`src/rtl/sha1c_pkg.sv`:
```
package sha1c_pkg;
  localparam int WORD_W      = 32;
  localparam int STATE_WORDS = 4;
  localparam int STATE_W     = WORD_W * STATE_WORDS;

  typedef logic [WORD_W-1:0] word_t;

  // Packed working state; field v1 occupies the low 32 bits.
  typedef struct packed {
    word_t v4;
    word_t v3;
    word_t v2;
    word_t v1;
  } state_t;

  function automatic word_t rotl(input word_t v, input int unsigned amt);
    return (v << amt) | (v >> (WORD_W - amt));
  endfunction

  function automatic word_t choose(input word_t sel, input word_t if_one, input word_t if_zero);
    return (sel & if_one) | (~sel & if_zero);
  endfunction

  function automatic word_t round_sum(input word_t fifth, input word_t v1,
                                      input word_t ch, input word_t wk);
    return fifth + rotl(v1, 5) + ch + wk;
  endfunction
endpackage

```
`src/rtl/sha1c_round.sv`:
```
module sha1c_round
  import sha1c_pkg::*;
(
  input  state_t x_cur,
  input  word_t  y_cur,
  input  word_t  w_cur,
  output state_t x_nxt,
  output word_t  y_nxt,
  output word_t  ch_val
);
  word_t sum_val;

  always_comb begin
    ch_val  = choose(x_cur.v2, x_cur.v3, x_cur.v4);
    sum_val = round_sum(y_cur, x_cur.v1, ch_val, w_cur);
    // 160-bit image {sum, v4, v3, rot30(v2), v1} rotated left by one word
    y_nxt    = x_cur.v4;
    x_nxt.v4 = x_cur.v3;
    x_nxt.v3 = rotl(x_cur.v2, 30);
    x_nxt.v2 = x_cur.v1;
    x_nxt.v1 = sum_val;
  end
endmodule

```
`src/rtl/sha1c_word_pick.sv`:
```
module sha1c_word_pick
  import sha1c_pkg::*;
#(
  parameter int LANES = 4,
  localparam int IDX_W = (LANES > 1) ? $clog2(LANES) : 1
) (
  input  logic [LANES*WORD_W-1:0] vec,
  input  logic [IDX_W-1:0]        idx,
  output word_t                   word
);
  word_t lane [LANES];

  for (genvar g = 0; g < LANES; g++) begin : g_lane
    assign lane[g] = vec[g*WORD_W +: WORD_W];
  end

  always_comb begin
    word = '0;
    for (int i = 0; i < LANES; i++) begin
      if (idx == IDX_W'(i)) word = lane[i];
    end
  end
endmodule

```
`src/rtl/sha1c_ctrl.sv`:
```
module sha1c_ctrl #(
  parameter int ROUNDS = 4,
  localparam int IDX_W = (ROUNDS > 1) ? $clog2(ROUNDS) : 1
) (
  input  logic             clk,
  input  logic             rst_n,
  input  logic             start,
  output logic             accept,
  output logic             step,
  output logic             last,
  output logic [IDX_W-1:0] idx,
  output logic             busy,
  output logic             done
);
  logic [IDX_W-1:0] idx_q;
  logic             busy_q;
  logic             done_q;

  assign accept = start && !busy_q;
  assign step   = busy_q;
  assign last   = busy_q && (idx_q == IDX_W'(ROUNDS - 1));
  assign idx    = idx_q;
  assign busy   = busy_q;
  assign done   = done_q;

  always_ff @(posedge clk) begin
    if (!rst_n) begin
      idx_q  <= '0;
      busy_q <= 1'b0;
      done_q <= 1'b0;
    end else begin
      done_q <= last;
      if (accept) begin
        busy_q <= 1'b1;
        idx_q  <= '0;
      end else if (last) begin
        busy_q <= 1'b0;
        idx_q  <= '0;
      end else if (busy_q) begin
        idx_q <= idx_q + 1'b1;
      end
    end
  end

  assert_done_pulse_R3: assert property (@(posedge clk) disable iff (!rst_n)
    done |=> !done);
  assert_done_not_busy_R3: assert property (@(posedge clk) disable iff (!rst_n)
    done |-> !busy);
  assert_run_len_R2: assert property (@(posedge clk) disable iff (!rst_n)
    (busy && idx != IDX_W'(ROUNDS - 1)) |=> busy);
  assert_fixed_end_R10: assert property (@(posedge clk) disable iff (!rst_n)
    (busy && idx == IDX_W'(ROUNDS - 1)) |=> (done && !busy));
  assert_accept_idle_R8: assert property (@(posedge clk) disable iff (!rst_n)
    accept |=> (busy && idx == '0));
endmodule

```
`src/rtl/sha1c_datapath.sv`:
```
module sha1c_datapath
  import sha1c_pkg::*;
#(
  parameter int LANES = 4,
  localparam int IDX_W = (LANES > 1) ? $clog2(LANES) : 1
) (
  input  logic                    clk,
  input  logic                    rst_n,
  input  logic                    load,
  input  logic                    step,
  input  logic                    last,
  input  logic [IDX_W-1:0]        idx,
  input  logic [STATE_W-1:0]      state_in,
  input  word_t                   e_in,
  input  logic [LANES*WORD_W-1:0] sched_in,
  output logic [STATE_W-1:0]      result
);
  state_t                  x_q;
  word_t                   y_q;
  logic [LANES*WORD_W-1:0] sched_q;
  logic [STATE_W-1:0]      result_q;
  word_t                   w_cur;
  state_t                  x_nxt;
  word_t                   y_nxt;
  word_t                   ch_val;

  sha1c_word_pick #(.LANES(LANES)) u_pick (
    .vec  (sched_q),
    .idx  (idx),
    .word (w_cur)
  );

  sha1c_round u_round (
    .x_cur  (x_q),
    .y_cur  (y_q),
    .w_cur  (w_cur),
    .x_nxt  (x_nxt),
    .y_nxt  (y_nxt),
    .ch_val (ch_val)
  );

  always_ff @(posedge clk) begin
    if (!rst_n) begin
      x_q      <= '0;
      y_q      <= '0;
      sched_q  <= '0;
      result_q <= '0;
    end else if (load) begin
      x_q     <= state_t'(state_in);
      y_q     <= e_in;
      sched_q <= sched_in;
    end else if (step) begin
      x_q <= x_nxt;
      y_q <= y_nxt;
      if (last) result_q <= x_nxt;
    end
  end

  assign result = result_q;

  assert_shift_R7: assert property (@(posedge clk) disable iff (!rst_n)
    (step && !load) |=> (x_q.v2 == $past(x_q.v1) && x_q.v4 == $past(x_q.v3)));
  assert_fifth_R7: assert property (@(posedge clk) disable iff (!rst_n)
    (step && !load) |=> (y_q == $past(x_q.v4)));
  assert_rot30_R7: assert property (@(posedge clk) disable iff (!rst_n)
    (step && !load) |=> (x_q.v3 == {$past(x_q.v2[1:0]), $past(x_q.v2[31:2])}));
  assert_hold_R9: assert property (@(posedge clk) disable iff (!rst_n)
    !last |=> $stable(result));
  assert_choose_R5: assert property (@(posedge clk) disable iff (!rst_n)
    step |-> ((ch_val & ~x_q.v2) == (x_q.v4 & ~x_q.v2)));
endmodule

```
`src/rtl/sha1c_unit.sv`:
```
module sha1c_unit
  import sha1c_pkg::*;
#(
  parameter int LANES = 4,
  localparam int IDX_W = (LANES > 1) ? $clog2(LANES) : 1
) (
  input  logic                    clk,
  input  logic                    rst_n,
  input  logic                    start,
  input  logic [STATE_W-1:0]      state_in,
  input  logic [WORD_W-1:0]       e_in,
  input  logic [LANES*WORD_W-1:0] sched_in,
  output logic                    busy,
  output logic                    done,
  output logic [STATE_W-1:0]      state_out
);
  logic             accept;
  logic             step;
  logic             last;
  logic [IDX_W-1:0] idx;

  sha1c_ctrl #(.ROUNDS(LANES)) u_ctrl (
    .clk    (clk),
    .rst_n  (rst_n),
    .start  (start),
    .accept (accept),
    .step   (step),
    .last   (last),
    .idx    (idx),
    .busy   (busy),
    .done   (done)
  );

  sha1c_datapath #(.LANES(LANES)) u_dp (
    .clk      (clk),
    .rst_n    (rst_n),
    .load     (accept),
    .step     (step),
    .last     (last),
    .idx      (idx),
    .state_in (state_in),
    .e_in     (e_in),
    .sched_in (sched_in),
    .result   (state_out)
  );

  assert_out_quiet_R9: assert property (@(posedge clk) disable iff (!rst_n)
    !done |=> (done || $stable(state_out)));
endmodule

```
`config.mk`:
```
export PLATFORM = sky130hd
export DESIGN_NAME = sha1c_unit
export DESIGN_NICKNAME = d
export VERILOG_FILES = /design/src/rtl/sha1c_pkg.sv /design/src/rtl/sha1c_round.sv /design/src/rtl/sha1c_word_pick.sv /design/src/rtl/sha1c_ctrl.sv /design/src/rtl/sha1c_datapath.sv /design/src/rtl/sha1c_unit.sv
export SDC_FILE = /design/constraint.sdc
export NUM_CORES = 1
export LEC_CHECK = 0
export BUFFER_PORTS_ARGS = -buffer_cell sky130_fd_sc_hd__clkbuf_2
export CELL_PAD_IN_SITES_DETAIL_PLACEMENT = 1
export CELL_PAD_IN_SITES_GLOBAL_PLACEMENT = 1
export CORE_ASPECT_RATIO = 1.2
export CORE_MARGIN = 2
export CORE_UTILIZATION = 35
export CTS_CLUSTER_DIAMETER = 200
export DETAILED_ROUTE_END_ITERATION = 10
export PLACE_DENSITY = 0.81
export SLEW_MARGIN = 5
export SYNTH_ARGS = -nofsm -noshare
export SYNTH_HDL_FRONTEND = slang
export SYNTH_SLANG_ARGS = --single-unit
export TNS_END_PERCENT = 10
```
`constraint.sdc`:
```
create_clock -name clk -period 4.95 [get_ports clk]
set_input_delay 0.2475 -clock clk [delete_from_list [all_inputs] [get_ports clk]]
set_output_delay 0.2475 -clock clk [all_outputs]
set_load 0.05 [all_outputs]
```
==> results of run 1 <==
-- stage by stage --
| step | power (W) | worst slack [ps] | setup TNS, ps | instance area (µm²) | util |
|---|---|---|---|---|---|
| final | 0.00994 | 263 | 0 | 26800 | 0.469 |
| after global routing | 0.0104 | -20.6 | -62.4 | 26800 | 0.469 |
| after CTS | 0.00990 | 0.527 | 0 | 26600 | 0.465 |
| after detailed placement | 0.00591 | -198 | -654 | 23100 | 0.405 |
| after global placement | 0.00583 | 121 | 0 | 23100 | 0.405 |
| after floorplan | 0.00508 | 344 | 0 | 20100 | - |
-- final cells by class --
type,instances,area share
diodes,9,0.000841
clock buffers,65,0.0503
clock inverters,25,0.0134
inverters,127,0.0181
multi-input cells,1718,0.402
flip-flops and latches,420,0.314
well taps,735,0.0343
repair buffers,659,0.167
-- cells by family (layout without fill, tap and decap cells) --
| group | count (synthesis) | in the layout |
|---|---|---|
| and+or+nand+nor | 791 | 791 |
| muxes | 132 | 132 |
| buffers and inverters | 307 | 876 |
| adders and majority gates | 97 | 97 |
| other | 0 | 9 |
| xor gates and xnor gates | 30 | 30 |
| DFF | 420 | 420 |
| AOI/OAI and AO/OA | 668 | 668 |
-- registers in the layout, indices dropped and copies added, names as in the netlist --
register / flops
u_dp.result: 128
u_dp.sched_q: 128
u_dp.x_q: 128
u_dp.y_q: 32
u_ctrl.idx: 2
u_ctrl.busy: 1
u_ctrl.done: 1
-- power breakdown --
group          switching (W)  internal (W)
Sequential          0.000169       0.00356
Combinational        0.00141      0.000926
Clock                0.00158       0.00230
Total                0.00316       0.00678
-- how the worst max path moves through the flow --
stage / end / slack (ps) / cells after the start
2_1_floorplan: u_dp.result[21] / 340 / 21
3_3_place_gp: u_dp.result[21] / 120 / 21
3_5_place_dp: u_dp.result[21] / -200 / 22
4_1_cts: u_dp.x_q[23] / 0.5 / 23
5_1_grt: u_dp.result[19] / -20 / 24
6_report: u_dp.x_q[30] / 260 / 22
-- timing repair --
action / in CTS / in global routing
hold buffers: 173 / 0
cloned: 0 / 1
endpoints found under the hold margin: 173 / 0
pin swaps: 1 / 4
resized for setup: 8 / 42
endpoints found under the setup margin: 7 / 35
setup buffers: 0 / 1
-- layer usage --
metal	vias up	global-route usage	wire [µm]
li1	9321	-	-
met1	9801	0.336	35000
met2	630	0.472	40400
met3	170	0.0549	5080
met4	6	0.102	3170
met5	-	0	33
-- worst register-to-register path, delay by kind of cell, from the launching register on --
family | cells | cell delay (ps)
buf+inv | 5 | 630
mux | 1 | 340
fa+ha+maj | 4 | 1490
simple gates | 5 | 890
compound gates | 7 | 880
flops | 1 | 370
-- cell usage in the layout, fill, tap and decap left out, types with 77 or more instances in the layout --
master,n
a22o_1,93
inv_1,122
dfxtp_1,417
nand2_1,427
a21oi_1,341
a211oi_1,77
clkbuf_2,419
mux2i_1,128
dlygate4sd3_1,173
nor2_1,279
==> impl_metrics.tcl, run 1 <==
set metrics [dict create \
    synth_fa_ha_area_frac 0.0833 \
    min_to "u_dp.x_q[82]" \
    synthSimpleGateAreaFrac 0.157 \
    period_minus_slack_ps 4690 \
    drc 0 \
    min-delay-start "state_in[82]" \
    r2r-start "u_ctrl.idx[1]" \
    area_growth_syn_to_layout_pct 32.9 \
    setup_viol 0 \
    synth_cells 2445 \
    synth_compound_area_frac 0.205 \
    num-fill-cells 6754 \
    synth-xor-area-share 0.0130 \
    worstPathRequired_ps 5450 \
    grt_pass1_wl_um 125000 \
    multiInputGateArea_mm2 0.0108 \
    clkTransAtPathRegs_ps 60 \
    power_density_mw_per_mm2 371 \
    synth_ff_type "dfxtp_1" \
    drt_wl_total_um 83700 \
    synth_area_leaders "dfxtp_1, a21oi_1, nand2_1, mux2i_1, fa_1" \
    grt_overflow_total 0 \
    seq_area_frac_synth 0.417 \
    synth-edff-count 0 \
    hold_path_depth 5 \
    drt-initial-drc-count 1170 \
    path_class "register to register" \
    cts_sinks 420 \
    path_cells "inv_2, ha_4, buf_4, clkbuf_16, a21oi_1, nor2_1, a21oi_1, nor2_1, a21oi_1, buf_4, fa_1, fa_1, inv_1, ha_1, and3_1, and2_1, or3_1, o21ai_0, a21oi_2, a21oi_1, mux2_2, o311ai_1" \
    io_buffers 420 \
    peakVddDrop_v 0.000197 \
    synth_nets 2833 \
    fin_skew_ps 36.7 \
    cts_max_path_buffers 3 \
    nets 3362 \
    boundaryPins 421 \
    die_x_um 223 \
    slowest_stage "fa_1" \
    reg2reg_to "u_dp.x_q[30]" \
    cap_violations 0 \
    synth_cell_type_count 60 \
    dp.cells 3484 \
    hold_path_class "input pin to register" \
    final-seq-area_mm2 0.00842 \
    cp_num_buf_inv 5 \
    clock_latency_ps 610 \
    hold_viol 0 \
    place_congestion 0.889 \
    synth_area_per_cell_um2 8.24 \
    vias_per_cell 5.30 \
    synth_mux_area_frac 0.0658 \
    vias 19900 \
    path_common_cell "a21oi_1" \
    status "finished clean" \
    dieArea_mm2 0.0595 \
    ys.warnings.count 0 \
    synth_top_area_frac 0.417 \
    period_share 0.947 \
    async_flop_share 0 \
    fmax_mhz 213 \
    htreeDepth 2 \
    cp-startpoint "u_ctrl.idx[1]" \
    ff2ff_path_depth 22 \
    grtUsageTotal 0.273 \
    yosysMostFrequentCell "nand2_1" \
    slew_headroom 0.205 \
    drive_gt1_frac 0.209 \
    whs_ps 22.7 \
    grt_pass1_vias 21100 \
    grt_start_max_net_pins 152 \
    fin_cells 3758 \
    core.rowCount 96 \
    synthTopCellsByCount "nand2_1, dfxtp_1, a21oi_1" \
    root_buffer "clkbuf_16" \
    synth_area_mm2 0.0201 \
    regToRegSetupSlack_ps 260 \
    antenna_found_initial 10 \
    maxSlewViolCount 0 \
    cpLargestDelayFamily "adder cells" \
    wl_per_cell_um 22.3 \
    synth_area_leader_cell "dfxtp_1" \
    drt_first_pass_iters 5 \
    die_h_um 267 \
    dp_hpwl_um 58000 \
    critPathArrivalTime_ps 5190 \
    ant_nets 0 \
    cts_tree "done" \
    path_max_fanout 19 \
    synth_top_family_by_area "compound AO/OA/AOI/OAI gates" \
    cp_slowest_stage_delay_ps 520 \
    setup.worst_path.end_class "register" \
    tightest_slew_ps 1190 \
    ys_seq_elements 420 \
    start_util 0.353 \
    startpoint_type "register" \
    leakagePower_nw 11.8 \
    core_mm2 0.0571 \
    cts_buffers 48 \
]
No activity file was read; power rests on OpenSTA's default activity.
==> run 2: changes to the inputs <==
--- a/config.mk
+++ b/config.mk
@@ -13,8 +13,8 @@
 export CORE_UTILIZATION = 35
 export CTS_CLUSTER_DIAMETER = 200
 export DETAILED_ROUTE_END_ITERATION = 10
-export PLACE_DENSITY = 0.81
-export SLEW_MARGIN = 5
+export PLACE_DENSITY = 0.78
+export SLEW_MARGIN = 20
 export SYNTH_ARGS = -nofsm -noshare
 export SYNTH_HDL_FRONTEND = slang
 export SYNTH_SLANG_ARGS = --single-unit
==> constraint.sdc (replaced) <==
create_clock -name clk -period 4.9 [get_ports clk]
set_input_delay 0.245 -clock clk [delete_from_list [all_inputs] [get_ports clk]]
set_output_delay 0.245 -clock clk [all_outputs]
set_load 0.05 [all_outputs]
==> run 2 against run 1 <==
  * Combinational power increased by 9.8%
  * Core utilization rose by 0.45 points
  * Clock skew fell by 18 ps
  * Worst hold slack got worse by 8.3 ps
  * Clock-buffer cell count up 4
  * Clock power is 4% lower
  * Non-clock buffer count grew 2
  * Total power grew 1.1%
  * Global-route usage shrank 0.21 points
  * Die area did not move
  * Sequential share of layout area fell by 0.30 points
  * Largest cell class unchanged
==> impl_metrics.tcl, run 2 (synthesized netlist as in run 1, its figures left out) <==
set metrics [dict create \
    drive_gt1_frac 0.228 \
    vias_per_cell 5.33 \
    setup.worst_path.end_class "register" \
    cp_slowest_stage_delay_ps 540 \
    setup_viol 0 \
    core_mm2 0.0571 \
    path_max_fanout 8 \
    slowest_stage "fa_1" \
    startpoint_type "register" \
    antenna_found_initial 12 \
    ant_nets 0 \
    fin_cells 3757 \
    drt-initial-drc-count 1342 \
    root_buffer "clkbuf_16" \
    nets 3363 \
    power_density_mw_per_mm2 372 \
    hold_path_depth 3 \
    grt_setup_unrepaired "yes" \
    area_growth_syn_to_layout_pct 34.2 \
    boundaryPins 421 \
    io_buffers 420 \
    multiInputGateArea_mm2 0.0111 \
    dieArea_mm2 0.0595 \
    fin_util 0.474 \
    period_share 0.982 \
    period_minus_slack_ps 4810 \
    r2r-start "u_ctrl.idx[0]" \
    cts_buffers 47 \
    num-fill-cells 6746 \
    core.rowCount 96 \
    grt_pass1_vias 20700 \
    status "finished clean" \
    critPathArrivalTime_ps 5300 \
    most-common-layout-cells "nand2_1, clkbuf_2, dfxtp_1" \
    ff2ff_path_depth 26 \
    final_common_cell "nand2_1" \
    leakagePower_nw 11.8 \
    peakVddDrop_v 0.000206 \
    drc 0 \
    fmax_mhz 208 \
    drt_wl_total_um 84600 \
    tightest_slew_ps 989 \
    grtUsageTotal 0.271 \
    cts_tree "done" \
    slew_headroom 0.341 \
    crit_end "u_dp.result[19]" \
    cts_max_path_buffers 3 \
    place_congestion 0.895 \
    start_util 0.353 \
    htreeDepth 2 \
    clkTransAtPathRegs_ps 60 \
    hold_path_class "input pin to register" \
    drt_first_pass_iters 6 \
    grt_pass1_wl_um 125000 \
    whs_ps 14.4 \
    cap_violations 0 \
    cts_sinks 420 \
    grt_overflow_total 0 \
    vias 20000 \
    path_class "register to register" \
    cp-startpoint "u_ctrl.idx[0]" \
    regToRegSetupSlack_ps 90 \
    fin_skew_ps 18.8 \
    hold_viol 0 \
    maxSlewViolCount 0 \
    dp.cells 3493 \
    clock_latency_ps 600 \
    wl_per_cell_um 22.5 \
    reg2reg_to "u_dp.result[19]" \
    final-seq-area_mm2 0.00842 \
    worstPathRequired_ps 5380 \
    path_common_cell "buf_4" \
    die_x_um 223 \
    dp_hpwl_um 58000 \
    die_h_um 267 \
    grt_start_max_net_pins 152 \
]
run 2: per-stage QoR:
stage / setup slack (ps) / cell area [µm²] / total power [W] / setup TNS, ps
6_report: 87.9 / 27000 / 0.0101 / 0
3_5_place_dp: -201 / 23200 / 0.00602 / -1170
5_1_grt: -128 / 27000 / 0.0105 / -1220
2_1_floorplan: 294 / 20100 / 0.00513 / 0
3_3_place_gp: -33.6 / 23200 / 0.00593 / -33.6
4_1_cts: 18.7 / 26400 / 0.00985 / 0
run 2: area by class of cell:
type                            count  area share
Tap cell                          735      0.0340
Clock buffer                       69      0.0511
Antenna cell                       12     0.00111
Multi-Input combinational cell   1718       0.410
Timing Repair Buffer              661       0.166
Inverter                          127      0.0182
Clock inverter                     15     0.00773
Sequential cell                   420       0.311
run 2: power by group:
group	internal [W]	switching (W)
sequential	0.00359	0.000171
combinational	0.00105	0.00152
clock	0.00213	0.00159
run 2: how the worst min path moves through the flow:
stage                        to  slack, ps              from
2_1_floorplan   u_dp.sched_q[0]        380       sched_in[0]
3_3_place_gp    u_dp.result[53]        440   u_dp.result[53]
3_5_place_dp   u_dp.sched_q[19]        450  u_dp.sched_q[19]
4_1_cts            u_dp.x_q[42]        0.4      state_in[42]
5_1_grt            u_dp.x_q[63]         30      state_in[63]
6_report           u_dp.x_q[52]         10      state_in[52]
run 2: repair_timing:
item,CTS,global route
buffers inserted,0,11
pin swaps,3,28
endpoints found under the hold margin,154,0
endpoints found under the setup margin,24,34
resized for setup,17,84
cloned,0,3
hold buffers,154,0
run 2: layer usage:
| layer | track usage | vias to the layer above | share of wire |
|---|---|---|---|
| met2 | 0.462 | 615 | 0.48 |
| met1 | 0.339 | 9912 | 0.42 |
| met5 | 0 | - | 0.00060 |
| met4 | 0.103 | 8 | 0.038 |
| met3 | 0.0526 | 163 | 0.056 |
| li1 | - | 9320 | - |
run 2: worst max-delay path: cells and delay by family (launching register included):
kind	cells	cell delay, ps
AND/OR/NAND/NOR	5	510
XOR/XNOR	1	110
flip-flops	1	380
buffers and inverters	8	1100
AO/OA/AOI/OAI	8	1190
adder cells (fa/ha/maj)	4	1390
